[src/rtl/seg_xlate_pkg.sv]
package seg_xlate_pkg;
    typedef enum logic [1:0] {
        XS_IDLE      = 2'd0,
        XS_XLATE_OK  = 2'd1,
        XS_GP_FAULT  = 2'd2,
        XS_PAGE_MISS = 2'd3
    } xlate_state_e;

    typedef struct packed {
        logic writable;
        logic readable;
        logic expdown;
    } seg_attr_t;
endpackage

[src/rtl/xlate_mode_decode.sv]
module xlate_mode_decode (
    input  logic mode_pe,
    input  logic mode_pg,
    input  logic mode_lma,
    input  logic cs_long,
    output logic seg_chk_en,
    output logic page_en
);
    logic is_64bit;
    assign is_64bit   = mode_lma & cs_long;
    assign seg_chk_en = mode_pe & ~is_64bit;
    assign page_en    = mode_pe & mode_pg;
endmodule

[src/rtl/seg_perm_check.sv]
module seg_perm_check
    import seg_xlate_pkg::*;
(
    input  seg_attr_t attr,
    input  logic      is_write,
    input  logic      is_exec,
    output logic      perm_fault
);
    logic wr_bad;
    logic rd_bad;
    // A fetch is never held to the readable attribute.
    assign wr_bad     = is_write & ~attr.writable;
    assign rd_bad     = ~is_write & ~is_exec & ~attr.readable;
    assign perm_fault = wr_bad | rd_bad;
endmodule

[src/rtl/seg_limit_check.sv]
module seg_limit_check #(
    parameter int AW = 32,
    parameter int SW = 4
) (
    input  logic [AW-1:0] addr,
    input  logic [SW-1:0] size,
    input  logic [AW-1:0] base,
    input  logic [AW-1:0] limit,
    input  logic          expdown,
    output logic          lim_fault
);
    localparam int EW = AW + 1;

    logic [EW-1:0] a_x, b_x, l_x, end_x;
    logic          wrapped;

    assign a_x     = {1'b0, addr};
    assign b_x     = {1'b0, base};
    assign l_x     = {1'b0, limit};
    // One bit wider so a carry out of the address stays visible.
    assign end_x   = a_x + EW'(size);
    assign wrapped = l_x < b_x;

    always_comb begin
        if (!expdown) begin
            if (wrapped) lim_fault = (l_x < end_x) && (a_x < b_x);
            else         lim_fault = (l_x < end_x);
        end else begin
            if (wrapped) lim_fault = (a_x <= l_x) || (end_x >= b_x);
            else         lim_fault = (a_x <= l_x) && (end_x >= b_x);
        end
    end
endmodule

[src/rtl/seg_xlate_unit.sv]
module seg_xlate_unit
    import seg_xlate_pkg::*;
#(
    parameter int AW  = 32,
    parameter int SW  = 4,
    parameter int PGB = 12
) (
    input  logic              clk,
    input  logic              rst_n,
    input  logic              req_valid,
    input  logic [AW-1:0]     req_addr,
    input  logic [SW-1:0]     req_size,
    input  logic              req_write,
    input  logic              req_exec,
    input  logic              seg_writable,
    input  logic              seg_readable,
    input  logic              seg_expdown,
    input  logic [AW-1:0]     seg_base,
    input  logic [AW-1:0]     seg_limit,
    input  logic              mode_pe,
    input  logic              mode_pg,
    input  logic              mode_lma,
    input  logic              cs_long,
    output logic              lk_req,
    output logic [AW-PGB-1:0] lk_vpn,
    input  logic              lk_hit,
    input  logic [AW-PGB-1:0] lk_frame,
    output logic              rsp_valid,
    output logic              rsp_pa_valid,
    output logic [AW-1:0]     rsp_pa,
    output logic              rsp_gp,
    output logic              rsp_miss
);
    localparam int FW = AW - PGB;

    xlate_state_e state_q, state_d;
    logic [AW-1:0] pa_q, pa_d;
    logic          seg_chk_en, page_en;
    logic          perm_fault, lim_fault;
    seg_attr_t     attr;

    assign attr = '{writable: seg_writable, readable: seg_readable, expdown: seg_expdown};

    xlate_mode_decode u_mode (
        .mode_pe    (mode_pe),
        .mode_pg    (mode_pg),
        .mode_lma   (mode_lma),
        .cs_long    (cs_long),
        .seg_chk_en (seg_chk_en),
        .page_en    (page_en)
    );

    seg_perm_check u_perm (
        .attr       (attr),
        .is_write   (req_write),
        .is_exec    (req_exec),
        .perm_fault (perm_fault)
    );

    seg_limit_check #(.AW(AW), .SW(SW)) u_limit (
        .addr      (req_addr),
        .size      (req_size),
        .base      (seg_base),
        .limit     (seg_limit),
        .expdown   (seg_expdown),
        .lim_fault (lim_fault)
    );

    assign lk_req = req_valid & page_en;
    assign lk_vpn = req_addr[AW-1:PGB];

    // Next state by priority: permission, limit, then translation miss.
    always_comb begin
        if (!req_valid)                     state_d = XS_IDLE;
        else if (seg_chk_en && perm_fault)  state_d = XS_GP_FAULT;
        else if (seg_chk_en && lim_fault)   state_d = XS_GP_FAULT;
        else if (page_en && !lk_hit)        state_d = XS_PAGE_MISS;
        else                                state_d = XS_XLATE_OK;
    end

    always_comb begin
        if (page_en) pa_d = {lk_frame[FW-1:0], req_addr[PGB-1:0]};
        else         pa_d = req_addr;
    end

    // State register.
    always_ff @(posedge clk) begin
        if (!rst_n) begin
            state_q <= XS_IDLE;
            pa_q    <= '0;
        end else begin
            state_q <= state_d;
            pa_q    <= pa_d;
        end
    end

    // Outputs decoded from state.
    always_comb begin
        rsp_valid    = 1'b0;
        rsp_pa_valid = 1'b0;
        rsp_gp       = 1'b0;
        rsp_miss     = 1'b0;
        rsp_pa       = '0;
        unique case (state_q)
            XS_IDLE: ;
            XS_XLATE_OK: begin
                rsp_valid    = 1'b1;
                rsp_pa_valid = 1'b1;
                rsp_pa       = pa_q;
            end
            XS_GP_FAULT: begin
                rsp_valid = 1'b1;
                rsp_gp    = 1'b1;
            end
            XS_PAGE_MISS: begin
                rsp_valid = 1'b1;
                rsp_miss  = 1'b1;
            end
        endcase
    end
endmodule

[config.mk]
export PLATFORM = sky130hd
export DESIGN_NAME = seg_xlate_unit
export DESIGN_NICKNAME = d
export VERILOG_FILES = /design/src/rtl/seg_xlate_pkg.sv /design/src/rtl/xlate_mode_decode.sv /design/src/rtl/seg_perm_check.sv /design/src/rtl/seg_limit_check.sv /design/src/rtl/seg_xlate_unit.sv
export SDC_FILE = /design/constraint.sdc
export NUM_CORES = 1
export LEC_CHECK = 0
export ABC_AREA = 1
export BUFFER_PORTS_ARGS = -buffer_cell sky130_fd_sc_hd__buf_2
export CAP_MARGIN = 20
export CORE_MARGIN = 2
export CORE_UTILIZATION = 25
export DETAILED_ROUTE_END_ITERATION = 7
export GPL_TIMING_DRIVEN = 0
export PLACE_DENSITY = 0.49
export SYNTH_ARGS = -nofsm -noshare
export SYNTH_HDL_FRONTEND = slang
export SYNTH_SLANG_ARGS = --single-unit
[constraint.sdc]
create_clock -name clk -period 6.46 [get_ports clk]
set_clock_uncertainty 0.2 [all_clocks]
set_input_delay 1.292 -clock clk [delete_from_list [all_inputs] [get_ports clk]]
set_output_delay 1.292 -clock clk [all_outputs]
set_load 0.01 [all_outputs]
[Yosys cells after proc, flatten, opt, wreduce, memory -nomap -nowiden]
Index checks and enable logic that the tools add are counted.
Storage, ports and cells
  register bits after elaboration: 34
  output and inout port bits: 57
  word-level logic and storage cells: 49
Cells by class
  add/sub/neg operators: 1
  $lt $le $gt $ge: 5
  equality and inequality tests: 3
  muxes and demuxes: 12
  bitwise gates (word level): 15
  reductions and logical operators: 10
Operators by type and width (count)
  less-than comparator 32 bit: 2
  2-to-1 mux 32 bit: 2
  adder 32 x 4 -> 33 bit: 1
  greater-or-equal comparator 33 x 32 -> 1 bit: 1
  less-than comparator 32 x 33 -> 1 bit: 1
  less-or-equal comparator 32 bit: 1
  bitwise AND 1 bit: 7
  2-to-1 mux 1 bit: 7
  inverter 1 bit: 7
  2-to-1 mux 2 bit: 3
  logical AND 1 bit: 5
  equality test 2 bit (second input constant): 2
  OR reduction 4 bit: 1
  OR reduction 3 bit: 1
  equality test 2 x 1 -> 1 bit (second input constant): 1
  AND reduction 2 bit: 1
  zero test 1 bit: 1
  logical OR 1 bit: 1
  OR 1 bit: 1

[Longest topological paths before layout]
Gate-level depths: netlist of the first run.
  depth in word-level cells: 8
  depth in mapped cells: 33
  depth with buffers taken out: 33

[Modules after synthesis]
Synthesis of the first run repeated with hierarchy kept, for this count alone.
Unflattened totals
  cell total of the unflattened synthesis: 997
  area total of the unflattened synthesis: 6423.7 um^2
Modules (own cells, without submodules)
  seg_limit_check: times used 1, cells each 757, area each 4798.4 um^2
  seg_xlate_unit: times used 1, cells each 230, area each 1582.8 um^2
  seg_perm_check: times used 1, cells each 6, area each 22.5 um^2
  xlate_mode_decode: times used 1, cells each 4, area each 20.0 um^2

[Least setup slack after synthesis of the first run]
OpenSTA, ideal clock, no wires.
  path kind: input to register
  start point: input req_addr[2]
  end point: register state_q[1]
  arrival: 3.987 ns
  required time: 6.151 ns
  setup slack: 2.164 ns
  stages: 33
  path buffers: 0
  cells stage by stage: ha_1 -> nand3_1 -> nand2_1 -> nand2_2 -> a21oi_4 -> nand3_2 -> nor2_4 -> nand2_2 -> clkinv_2 -> nand2_4 -> nor2_4 -> nand2_2 -> inv_2 -> nand2_2 -> xor2_1 -> inv_2 -> ha_1 -> nand2_1 -> inv_1 -> nand3_1 -> nor2_1 -> nand3_1 -> nand2_1 -> nand2_1 -> nand2_1 -> nor2_1 -> nand2_1 -> nand2_1 -> nand2_1 -> nand3_1 -> nand3_1 -> nand2_1 -> inv_1
On the way
  longest elaborated chain between the ends: 8
  elaborated cells on any way between the ends: 14
RTL lines
  start: declaration: RTL line seg_xlate_unit.sv:11  | input logic [AW-1:0] req_addr,
  adder 32 x 4 -> 33 bit: RTL line seg_limit_check.sv:21  | assign end_x = a_x + EW'(size);
  less-than comparator 32 x 33 -> 1 bit or greater-or-equal comparator 33 x 32 -> 1 bit (tied branches)
  logical AND 1 bit, or another cell as far along: RTL line seg_limit_check.sv:26  | if (wrapped) lim_fault = (l_x < end_x) && (a_x < b_x);
  2-to-1 mux 1 bit (on tied branches): RTL line seg_limit_check.sv:26, seg_limit_check.sv:29
  2-to-1 mux 1 bit (*): RTL line seg_limit_check.sv:25  | if (!expdown) begin
  logical AND 1 bit (*): RTL line seg_xlate_unit.sv:76  | else if (seg_chk_en && lim_fault) state_d = XS_GP_FAULT;
  2-to-1 mux 2 bit (*): RTL line seg_xlate_unit.sv:76
  2-to-1 mux 2 bit (*): RTL line seg_xlate_unit.sv:75  | else if (seg_chk_en && perm_fault) state_d = XS_GP_FAULT;
  end signal: assignment: RTL line seg_xlate_unit.sv:92  | state_q <= state_d;
  end: declaration: RTL line seg_xlate_unit.sv:36  | xlate_state_e state_q, state_d;
Mark *: on every way between the ends. The rest lies on a longest branch, timed or not.
A chain may end at the register's enable or synchronous reset.

[Final worst setup path of the first run]
  start point: input req_addr[3]
  end point: register state_q[1]
Same word-level chain as after synthesis.

==> key figures, run 1 <==
Routing
  – Vias after detailed routing: 6496
  – Remaining routing DRC violations: 0
  – Final wirelength: 21410 um
  – Drt via density: 4.254
  – Remaining antenna violation count: 0
  – First-pass DRT Iterations: 4
  – Routed wire per std cell: 14.02 um
  – Number of DRC violations after detailed-routing iteration 0: 224

Cells and area
  – Post-Layout Cell Count: 1527
  – Area of the multi-input gates: 4649 sq um
  – Layout overhead on the synthesized area: 24.60%
  – Number of nets at the end of the flow: 1491
  – Total area of sequential cells: 680.7 sq um
  – Diodes inserted: 0
  – Share of final-layout standard cells stronger than drive strength 1: 19.47%
  – Fillers: 2829

Floorplan
  – I/O pins: 190
  – Die Footprint: 26530 sq um
  – Effective utilization at floorplan: 25.28%
  – Row count: 58
  – Placeable Area: 24960 sq um
  – Die Width: 162.9 um
  – Die span in y: 162.9 um

Clock network
  – Number of clock sinks seen by CTS: 34
  – Clock-pin slew of the registers on the worst-case setup and hold paths: 0.06 ns
  – CTS Buf Count: 5
  – Number of resized instances in the post-cts repair step: 0
  – Root cell of the clock tree: sky130_fd_sc_hd__clkbuf_16
  – Clock tree from TritonCTS: built
  – Clock Path Buffers: 2
  – CTS hold repair buffers: 0
  – Buffer count from post-CTS setup fixing: 0
  – # H-tree levels: 2

Power and ir drop
  – Cell leakage power: 4.710 nW
  – Largest voltage drop on the vdd net: 135.6 uV
  – Sum of internal, switching and leakage power: 970.7 uW
  – Power per Cell Area: 123.4 nW/um^2

Global route
  – Most utilized layer in the global route result: met2
  – Pin count of the biggest net entering global routing: 13
  – Number of antenna violations at the first check in global routing: 0
  – Overall global routing resource usage: 15.82%
  – Global-route met2 utilization: 26.62%
  – Met3 Track Usage GR: 1.120%
  – Wire length of the first global-routing pass: 32780 um
  – Global-route track usage on met1: 22.62%
  – Total congestion overflow after global routing: 0
  – Number of global-route vias before repair: 6132

STA
  – Final slew viol count: 0
  – Sum of negative setup slack: 0 ns
  – F_max: 0.2018 GHz
  – RSZ-0062 raised after global routing: no
  – Period minus WS final: 4.955 ns
  – Final hold violation count: 0
  – Normalized max-slew margin: 64.57%
  – Period Utilization, post-route: 76.71%
  – Number of failing setup endpoints in the final timing report: 0
  – Actual transition at the worst max-transition pin: 0.5266 ns

Worst setup path
  – Category of the worst setup path capture point: flip-flop
  – Largest fanout of any net on the critical path: 4
  – Worst setup SP type: primary input
  – CP arrival: 4.98 ns
  – Delay of the slowest critical-path stage: 0.35 ns
  – Critical-path top delay cell: sky130_fd_sc_hd__ha_1
  – Data required time at the worst endpoint: 6.48 ns
  – Category of the critical setup timing path: primary input to flip-flop
  – CP dominant cell by count: sky130_fd_sc_hd__nand2_1

Synthesis
  – Synthesis-stage register bit count: 34
  – Commonest register cell after synthesis: sky130_fd_sc_hd__dfxtp_1
  – Syn_nets: 1295
  – Number of synthesized flops with an enable pin: 0
  – Share of synthesized flip-flops with an asynchronous set or reset: 0%
  – Number of instances in the synthesized netlist: 1000
  – Post-Synthesis Mean Instance Area: 6.311 sq um
  – Sequential element share of the synthesized area: 10.79%
  – Library cells used by synthesis: 34
  – Syn. warnings: 0
  – Post-synthesis cell area: 6311 sq um

Place
  – Final Wtd Congestion: 0.8483
  – Half-perimeter wire length of the detailed placement result: 19070 um
  – Placed Instances: 1519
  – IO buf count: 189

Run status
  – Outcome: complete, no violations

Job
  – Max cap viols: 0

Worst hold path
  – Class of the tightest hold or removal check: primary input to flip-flop
state kept, by name (all words and copies together) (netlist names):
name,cells
state_q,2
pa_q,32
stage by stage:
stage	utilization, %	area [sq um]	setup WS [ns]	hold slack (ns)
floorplan	-	6311	2.164	1.190
global placement	30.72	7670	1.262	1.351
detailed placement	30.72	7670	1.269	1.346
CTS	31.50	7864	1.551	1.057
global route	31.50	7864	1.062	1.071
finish	31.50	7864	1.505	1.054
metal layers:
layer	vias to the layer above	wire (um)	share of wire, %
met4	0	193	0.90
met3	10	782	3.7
met1	2783	10870	51
li1	3563	-	-
met5	-	0	0
met2	140	9569	45
layout make-up:
class	count	area share [%]
clock buffer	5	1.591
multi-input combinational	725	59.12
tap	330	5.251
sequential	34	8.656
clock inverter	3	0.8751
timing repair buffer	189	12.03
inverter	212	10.14
buffer	29	2.339
kinds of logic after synthesis:
family                     share of synthesized area [%]
buffers and inverters                              15.54
DFF                                                10.79
and+or+nand+nor                                    25.87
xor gates and xnor gates                           3.053
AOI/OAI and AO/OA                                  12.51
adders and majority gates                          32.24
path summary, 6_finish.rpt:
| kind | depth (start not counted) | start | slack [ns] | end |
|---|---|---|---|---|
| worst max-delay path | 27 | req_addr[3] | 1.50 | state_q[1] |
| worst min-delay path | 3 | req_addr[0] | 1.05 | pa_q[0] |
worst max-delay path: cells and delay by family:
family                     cells  cell delay [ns]
xor gates and xnor gates       1             0.34
adders and majority gates      2             0.65
buffers and inverters          4             0.31
and+or+nand+nor               20             2.38
synth_stat cells, drive strengths merged (4+ instances only):
cell type	count	share of area (%)
nand2	218	13
inv	210	12
ha	161	32
nor2	104	6.4
a21oi	91	7.4
o21ai	45	3.6
dfxtp	34	11
nand3	26	2.1
buf	20	2.4
xor2	20	2.8
nor3	17	1.3
nand4	12	1.2
clkbuf	9	0.54
nor4	7	0.69
o21a	5	0.59
or2	4	0.40
cells in the final DEF, fill, tap and decap left out, drive strengths merged:
cell      n
nand2   218
inv     210
buf     209
ha      161
nor2    104
a21oi    91
o21ai    45
dfxtp    34
nand3    26
xor2     20
nor3     17
clkbuf   14
nand4    12
nor4      7
o21a      5
or2       4
clkinv    3
xnor2     2
a21o      2
a21boi    2
o211ai    2
and3      2
bufinv    2
o21bai    1
nor3b     1
a211oi    1
nand3b    1
fa        1
power by group:
group | total (mW) | internal [mW] | switching (mW)
Clock | 0.308 | 0.221 | 0.0870
Sequential | 0.227 | 0.223 | 0.00359
Combinational | 0.435 | 0.172 | 0.263
Total | 0.971 | 0.617 | 0.354
(Power assumes the default switching activity.)
==> run 2, diff against run 1 <==
--- a/config.mk
+++ b/config.mk
@@ -12,7 +12,7 @@
 export CORE_UTILIZATION = 25
 export DETAILED_ROUTE_END_ITERATION = 7
 export GPL_TIMING_DRIVEN = 0
-export PLACE_DENSITY = 0.49
+export PLACE_DENSITY = 0.5
 export SYNTH_ARGS = -nofsm -noshare
 export SYNTH_HDL_FRONTEND = slang
 export SYNTH_SLANG_ARGS = --single-unit
==> constraint.sdc (replaced) <==
create_clock -name clk -period 4.1 [get_ports clk]
set_clock_uncertainty 0.2 [all_clocks]
set_input_delay 0.82 -clock clk [delete_from_list [all_inputs] [get_ports clk]]
set_output_delay 0.82 -clock clk [all_outputs]
set_load 0.01 [all_outputs]
==> key figures, run 2 (same netlist as run 1, synthesis figures left out) <==
Job
  – Max cap viols: 0 (unchanged)

Clock network
  – CTS Buf Count: 5 (unchanged)
  – Number of clock sinks seen by CTS: 34 (unchanged)
  – Clock tree from TritonCTS: built
  – Clock-pin slew of the registers on the worst-case setup and hold paths: 0.06 ns (about the same)
  – # H-tree levels: 2 (unchanged)
  – Clock Path Buffers: 2 (unchanged)
  – Root cell of the clock tree: sky130_fd_sc_hd__clkbuf_16

Routing
  – Final wirelength: 21750 um (+1.6%)
  – Routed wire per std cell: 14.13 um (+0.73%)
  – Remaining antenna violation count: 0 (unchanged)
  – Vias after detailed routing: 6694 (+3.0%)
  – Number of DRC violations after detailed-routing iteration 0: 242 (+8.0%)
  – Remaining routing DRC violations: 0 (unchanged)
  – Drt via density: 4.347 (+2.2%)
  – First-pass DRT Iterations: 5 (+1)

Global route
  – Total congestion overflow after global routing: 0 (unchanged)
  – Overall global routing resource usage: 16.07% (+0.25 points)
  – Number of antenna violations at the first check in global routing: 0 (unchanged)
  – Number of global-route vias before repair: 6271 (+2.3%)
  – Pin count of the biggest net entering global routing: 13 (unchanged)
  – Wire length of the first global-routing pass: 33380 um (+1.8%)

STA
  – Normalized max-slew margin: 64.39% (-0.18 points)
  – Period Utilization, post-route: 97.00%
  – Final hold violation count: 0 (unchanged)
  – F_max: 0.2515 GHz
  – Final slew viol count: 0 (unchanged)
  – Actual transition at the worst max-transition pin: 0.5293 ns (+0.002721 ns)
  – Period minus WS final: 3.977 ns
  – RSZ-0062 raised after global routing: yes
  – Number of failing setup endpoints in the final timing report: 0 (unchanged)

Floorplan
  – Effective utilization at floorplan: 25.28% (unchanged)
  – I/O pins: 190 (unchanged)
  – Die span in y: 162.9 um (unchanged)
  – Placeable Area: 24960 sq um (unchanged)
  – Row count: 58 (unchanged)
  – Die Width: 162.9 um (unchanged)
  – Die Footprint: 26530 sq um (unchanged)

Cells and area
  – Commonest non-fill, non-tap cell in the layout: sky130_fd_sc_hd__inv_1
  – Number of nets at the end of the flow: 1504 (+0.87%)
  – Share of final-layout standard cells stronger than drive strength 1: 23.80% (+4.3 points)
  – Final Util: 33.18% (+1.7 points)
  – Post-Layout Cell Count: 1540 (+0.85%)
  – Diodes inserted: 0 (unchanged)
  – Leading cell types in the layout, fill and taps excluded: sky130_fd_sc_hd__inv_1 (206), sky130_fd_sc_hd__nand2_1 (204), sky130_fd_sc_hd__buf_2 (185)
  – Largest registers: pa_q: 32 flops, state_q: 2 flops
  – Largest register by flop count: pa_q
  – Layout overhead on the synthesized area: 31.26%
  – Flip-flop count of the largest register after layout: 32 (unchanged)

Place
  – Half-perimeter wire length of the detailed placement result: 19060 um (about the same)
  – Placed Instances: 1519 (unchanged)
  – Final Wtd Congestion: 0.8644 (+1.9%)
  – IO buf count: 189 (unchanged)

Worst setup path
  – Category of the worst setup path capture point: flip-flop
  – Critical-path top delay cell: sky130_fd_sc_hd__ha_4
  – Delay of the slowest critical-path stage: 0.28 ns (-0.07 ns)
  – Worst setup SP type: primary input
  – Largest fanout of any net on the critical path: 5 (+1)
  – Data required time at the worst endpoint: 4.08 ns (-2.40 ns)
  – CP arrival: 3.95 ns (-1.03 ns)
  – Category of the critical setup timing path: primary input to flip-flop

Power and ir drop
  – Power per Cell Area: 189.8 nW/um^2 (+54%)
  – Largest voltage drop on the vdd net: 169.3 uV (+25%)
  – Cell leakage power: 4.854 nW (+3.0%)

Worst hold path
  – Class of the tightest hold or removal check: primary input to flip-flop
  – Cell depth of the worst hold path: 3 (unchanged)
  – Hold Crit Endpoint: pa_q[1]
  – Launch instance of the worst min-delay path: req_addr[1]

Run status
  – Outcome: complete, no violations
[run 2: cell types whose count changed in the layout (fill, tap and decap cells not counted), sizes merged]
cell  previous run  this run
buf            209       222
[run 2: power breakdown]
part | internal, mW | switching (mW) | total (mW)
clock | 0.349 | 0.139 | 0.488
combinational | 0.293 | 0.434 | 0.727
sequential | 0.352 | 0.00600 | 0.358
total | 0.994 | 0.578 | 1.57
[run 2: worst max-delay path, delay by kind of cell]
family,cells,cell delay [ns]
adder cells (fa/ha/maj),2,0.54
AND/OR/NAND/NOR,22,2.06
buffers and inverters,6,0.39
AO/OA/AOI/OAI,1,0.13
[run 2: what timing repair did]
| action | 4_1_cts | 5_1_grt |
|---|---|---|
| hold buffers | 0 | 0 |
| gates resized for setup | 26 | 37 |
| buffers inserted | 6 | 7 |
| hold endpoints to repair | 0 | 0 |
| pin swaps | 13 | 37 |
| endpoints found under the setup margin | 2 | 2 |
[run 2: layout make-up]
cell class	count	area, sq um
clock buffers	5	125.1
well taps	330	412.9
inverters	212	800.8
clock inverters	3	68.82
multi-input cells	725	4940
flip-flops and latches	34	680.7
repair buffers	202	1072
plain buffers	29	183.9
fillers	2806	16680
[run 2: worst max path at each step]
stage	start	end	cells after the start
after floorplan	req_addr[2]	state_q[1]	33
after global placement	req_addr[2]	state_q[0]	26
after detailed placement	req_addr[2]	state_q[1]	27
after CTS	req_addr[1]	state_q[1]	30
after global routing	req_addr[0]	state_q[1]	26
final	req_addr[1]	state_q[1]	31
[run 2: metrics by stage]
| step | worst slack (ns) | TNS [ns] | total power [mW] | cell area (sq um) | hold slack [ns] |
|---|---|---|---|---|---|
| after floorplan | 0.2760 | 0 | 0.7871 | 6311 | 0.7176 |
| after global placement | -0.6167 | -1.231 | 1.043 | 7670 | 0.8752 |
| after global routing | -0.07728 | -0.1410 | 1.717 | 8284 | 0.6043 |
| after CTS | 0.002862 | 0 | 1.566 | 8039 | 0.5816 |
| after detailed placement | -0.5958 | -1.190 | 1.055 | 7670 | 0.8718 |
| final | 0.1231 | 0 | 1.572 | 8284 | 0.5736 |
[run 2: per-layer routing]
metal,global-route usage (%),vias up,share of wire [%]
met3,1.273,12,4.3
met2,27.04,160,45
met4,2.373,0,1.1
li1,-,3591,-
met5,0,-,0
met1,22.80,2931,49
